$ cat src/rtl/rdy_halt_pkg.sv
package rdy_halt_pkg;
  function automatic int cnt_width(input int init);
    return (init < 2) ? 1 : $clog2(init + 1);
  endfunction
endpackage

$ cat src/rtl/rdy_halt_edge.sv
module rdy_halt_edge (
  input  logic clk_i,
  input  logic rst_ni,
  input  logic rdy_i,
  output logic rise_o
);
  logic rdy_q;

  always_ff @(posedge clk_i or negedge rst_ni) begin
    if (!rst_ni) rdy_q <= 1'b0;
    else         rdy_q <= rdy_i;
  end

  assign rise_o = rdy_i & ~rdy_q;
endmodule

$ cat src/rtl/rdy_halt_count.sv
module rdy_halt_count #(
  parameter int COUNT_INIT = 3,
  parameter int CNT_W      = rdy_halt_pkg::cnt_width(COUNT_INIT)
) (
  input  logic clk_i,
  input  logic rst_ni,
  input  logic rdy_i,
  input  logic rise_i,
  input  logic halt_i,
  input  logic step_i,
  input  logic read_i,
  output logic expire_o
);
  localparam logic [CNT_W-1:0] INIT_V = CNT_W'(COUNT_INIT);
  localparam logic [CNT_W-1:0] ONE_V  = CNT_W'(1);

  logic [CNT_W-1:0] cnt_q, cnt_d, left;
  logic             active, tick;

  assign active = rdy_i & ~halt_i;
  assign left   = rise_i ? INIT_V : cnt_q;
  // a read step stalls on its own; only non-read steps consume the budget
  assign tick   = active & step_i & ~read_i;

  always_comb begin
    cnt_d = left;
    if (!active)             cnt_d = '0;
    else if (tick && left != '0) cnt_d = left - ONE_V;
  end

  assign expire_o = tick & (left == ONE_V);

  always_ff @(posedge clk_i or negedge rst_ni) begin
    if (!rst_ni) cnt_q <= '0;
    else         cnt_q <= cnt_d;
  end
endmodule

$ cat src/rtl/rdy_halt_state.sv
module rdy_halt_state (
  input  logic clk_i,
  input  logic rst_ni,
  input  logic rdy_i,
  input  logic step_i,
  input  logic read_i,
  input  logic expire_i,
  output logic halt_o
);
  logic halt_q, halt_d;

  always_comb begin
    if (halt_q) halt_d = rdy_i;
    else        halt_d = rdy_i & step_i & (read_i | expire_i);
  end

  always_ff @(posedge clk_i or negedge rst_ni) begin
    if (!rst_ni) halt_q <= 1'b0;
    else         halt_q <= halt_d;
  end

  assign halt_o = halt_q;
endmodule

$ cat src/rtl/rdy_halt_ctrl.sv
module rdy_halt_ctrl #(
  parameter int COUNT_INIT = 3
) (
  input  logic clk_i,
  input  logic rst_ni,
  input  logic rdy_i,
  input  logic step_i,
  input  logic read_i,
  output logic halt_o,
  output logic run_o
);
  localparam int CNT_W = rdy_halt_pkg::cnt_width(COUNT_INIT);

  logic rise, expire, halt;

  rdy_halt_edge i_edge (
    .clk_i (clk_i),
    .rst_ni(rst_ni),
    .rdy_i (rdy_i),
    .rise_o(rise)
  );

  rdy_halt_count #(.COUNT_INIT(COUNT_INIT), .CNT_W(CNT_W)) i_count (
    .clk_i   (clk_i),
    .rst_ni  (rst_ni),
    .rdy_i   (rdy_i),
    .rise_i  (rise),
    .halt_i  (halt),
    .step_i  (step_i),
    .read_i  (read_i),
    .expire_o(expire)
  );

  rdy_halt_state i_state (
    .clk_i   (clk_i),
    .rst_ni  (rst_ni),
    .rdy_i   (rdy_i),
    .step_i  (step_i),
    .read_i  (read_i),
    .expire_i(expire),
    .halt_o  (halt)
  );

  assign halt_o = halt;
  assign run_o  = step_i & ~halt;
endmodule

$ cat config.mk
export PLATFORM = sky130hd
export DESIGN_NAME = rdy_halt_ctrl
export DESIGN_NICKNAME = d
export VERILOG_FILES = /design/src/rtl/rdy_halt_pkg.sv /design/src/rtl/rdy_halt_edge.sv /design/src/rtl/rdy_halt_count.sv /design/src/rtl/rdy_halt_state.sv /design/src/rtl/rdy_halt_ctrl.sv
export SDC_FILE = /design/constraint.sdc
export NUM_CORES = 1
export LEC_CHECK = 0
export ABC_AREA = 1
export ABC_CLOCK_PERIOD_IN_PS = 1300
export BUFFER_PORTS_ARGS = -buffer_cell sky130_fd_sc_hd__buf_2
export CELL_PAD_IN_SITES_DETAIL_PLACEMENT = 2
export CELL_PAD_IN_SITES_GLOBAL_PLACEMENT = 2
export CORE_MARGIN = 1.5
export CORE_UTILIZATION = 21
export DETAILED_ROUTE_END_ITERATION = 10
export PLACE_DENSITY = 0.68
export SLEW_MARGIN = 15
export SYNTH_ARGS = -nofsm -noshare
export SYNTH_HDL_FRONTEND = slang
export SYNTH_HIERARCHICAL = 1
export SYNTH_SLANG_ARGS = --single-unit
$ cat constraint.sdc
create_clock -name clk_i -period 1.3 [get_ports clk_i]
set_input_delay 0.13 -clock clk_i [delete_from_list [all_inputs] [get_ports clk_i]]
set_output_delay 0.13 -clock clk_i [all_outputs]
set_load 0.02 [all_outputs]
==> flow_summary.yaml <==
floorplan:
  rows: 13
  die_x_um: 39.9
  ios: 7
  start_util_pct: 22.2
  die_h_um: 39.9
  die-area_um2: 1590
  core_area_um2: 1280
layout:
  fin_nets: 64
  num-fill-cells: 157
  drive_gt1_share_pct: 43.6
  antenna_cells: 0
  postLayoutCellArea_um2: 412
  multi_input_area_um2: 155
  register_area_um2: 100
  area.growth.synth_to_final_pct: 44.3
clock_network:
  clk_path_buf_depth: 2
  cts.clk_slew.worst_paths_ns: 0.04
  h-tree-depth: 1
  cts_sinks: 4
  clk-insertion-delay-late_ns: 0.23
  cts_tree: "yes"
  numCtsBuffers: 3
  cts_root_buf: "clkbuf_4"
worst_setup_path:
  reg2reg_slack_ns: 0.00005
  crit_fanout: 3
  path_class: "reg -> reg"
  r2r_cells: 8
  startpoint_type: "flop"
  required_ns: 1.44
  r2r-end: "i_count/cnt_q[1]"
  reg2reg_from: "i_edge/rdy_q"
  crit_path_end_kind: "flop"
  worst_ep_arrival_time_ns: 1.44
grt:
  grt_overflow: 0
  grt_pass1_wl_um: 1120
  grt_max_degree: 6
  grtUsageTotal_pct: 10.9
  antenna_found_initial: 0
  grt_pass1_vias: 292
drt:
  avgViaCountPerCell: 4.11
  route.detailed.drc: 0
  drtIter0Drc: 2
  ant_nets: 0
  via_count: 288
  drt_wl_total_um: 850
  avgRoutedWirePerCell_um: 12.1
  drt_pass1_iterations: 4
min_path:
  min_path_cells: 2
  hold_class: "in -> reg"
  min_to: "i_edge/rdy_q"
  min-delay-start: "rdy_i"
power_and_ir_drop:
  powerDensity_nw_per_um2: 1010
  p_switching_mw: 0.128
  peakVddDrop_uv: 209
  p_leak_nw: 0.240
  p_int_mw: 0.289
  seqPwrFrac_pct: 34.7
  finalPower_mw: 0.417
  swShare_pct: 30.7
  power_frac_comb_pct: 29.5
  p_clk_share_pct: 35.8
job:
  maxCapViolCount: 0
logic_synthesis:
  synth_top_area_share_pct: 35.1
  ys_seq_area_share_pct: 35.1
  synth_area_leader_cell: "dfrtp_1"
  ys_ff_latch: 4
  yosys_warnings: 6
  syn_area_um2: 285
  syn_inst: 42
  synth.distinct_cells: 11
  synth.avg_cell_area_um2: 6.79
  synth_nets: 49
  synth_area_leaders: "dfrtp_1 (35%), inv_1 (17%), nand2_1 (11%), ha_1 (8.8%), nand3_1 (7.0%)"
placement:
  place.port_buffers: 6
  globalplace.congestion: 0.719
  hpwl_um: 554
  placed_area_um2: 342
timing:
  tightest_slew_ns: 0.184
  setup_violations: 0
  maxSlewViolCount: 0
  hold_violations: 0
  timing.hold.ws_ns: 0.153
  finalCritPeriodShare_pct: 100
  fin_worst_skew_ns: 0.0000955
  max-slew-margin-rel_pct: 87.7
  fin_crit_ns: 1.30
  fmax_mhz: 769
  finalSetupTns_ns: 0
run_status:
  status: "finished, final reports clean"
==> final cells by class <==
class                           count  share of cell area (%)
Clock buffer                        3                    5.47
Inverter                           14                    12.8
Sequential cell                     4                    24.3
Timing Repair Buffer               10                    15.2
Multi-Input combinational cell     24                    37.7
Tap cell                           15                    4.56
==> cell usage after synthesis <==
| cell | instances |
|---|---|
| nand3_2 | 1 |
| nand2_2 | 1 |
| inv_2 | 1 |
| nand3_1 | 4 |
| nor3b_1 | 1 |
| nor2_1 | 4 |
| inv_1 | 13 |
| nor2_2 | 3 |
| dfrtp_1 | 4 |
| ha_1 | 2 |
| nand2_1 | 8 |
==> stage by stage <==
step           instances  utilization [%]  setup slack [ns]
3_3_place_gp          64             26.6            0.0200
6_report              70             32.0         0.0000492
2_1_floorplan         42                -             0.124
5_1_grt               70             32.0           -0.0846
3_5_place_dp          64             26.6          0.000225
4_1_cts               68             29.3            0.0255
==> placed cells by master (no fill, tap or decap) <==
cell           count
buf_2              6
buf_4              3
clkbuf_4           3
dfrtp_1            4
dlygate4sd3_1      1
ha_1               1
ha_2               1
inv_1             11
inv_2              3
nand2_1            8
nand2_2            1
nand3_1            4
nand3_2            1
nor2_1             2
nor2_2             3
nor2_4             2
nor3b_2            1
==> metal layers <==
metal  wire length, µm  part of all wire [%]  global-route usage [%]  vias up
met5                 0                     0                       0        -
met1               321                    38                    10.9      137
met2               504                    59                    20.1        4
met4                 0                     0                    5.17        0
met3                24                   2.8                    3.41        0
li1                  -                     -                       -      147
==> critical path, stage by stage, from the launching register on <==
cell	delay, ns
dfrtp_1	0.38
nor2_4	0.13
nor2_2	0.08
ha_2	0.19
inv_2	0.08
nand3_2	0.09
nand2_1	0.08
inv_1	0.05
nor2_1	0.14
==> kinds of logic (layout without fill, tap and decap cells) <==
kind of cell  count (synthesis)  after routing  synth area share [%]
buf+inv                      14             27                  18.4
simple gates                 22             22                  37.7
fa+ha+maj                     2              2                  8.77
flops                         4              4                  35.1
==> worst max path at each step <==
stage | endpoint | start | cells past startpoint
after floorplan | i_state/halt_o | i_edge/rdy_q | 9
after global placement | i_count/cnt_q[1] | i_edge/rdy_q | 8
after detailed placement | i_count/cnt_q[1] | i_edge/rdy_q | 8
after CTS | i_state/halt_o | i_edge/rdy_q | 9
after global routing | i_count/cnt_q[1] | i_edge/rdy_q | 8
final | i_count/cnt_q[1] | i_edge/rdy_q | 8
==> state kept, by name, indices dropped and copies added (netlist names) <==
name,cells
i_count/cnt_q,2
i_edge/rdy_q,1
i_state/halt_o,1
==> power groups by stage <==
stage          combinational [mW]  clock, mW  sequential, mW
4_1_cts                    0.0973      0.156           0.142
2_1_floorplan              0.0568          0           0.145
3_3_place_gp               0.0907          0           0.143
6_report                    0.123      0.149           0.145
3_5_place_dp               0.0925          0           0.143
5_1_grt                     0.136      0.169           0.147
==> repair_timing <==
action	in CTS	in global routing
setup endpoints to repair	2	3
setup buffers	0	2
gates resized for setup	1	7
pin swaps	0	2
hold endpoints to repair	4	0
hold buffers	1	0
(Power assumes the default switching activity.)
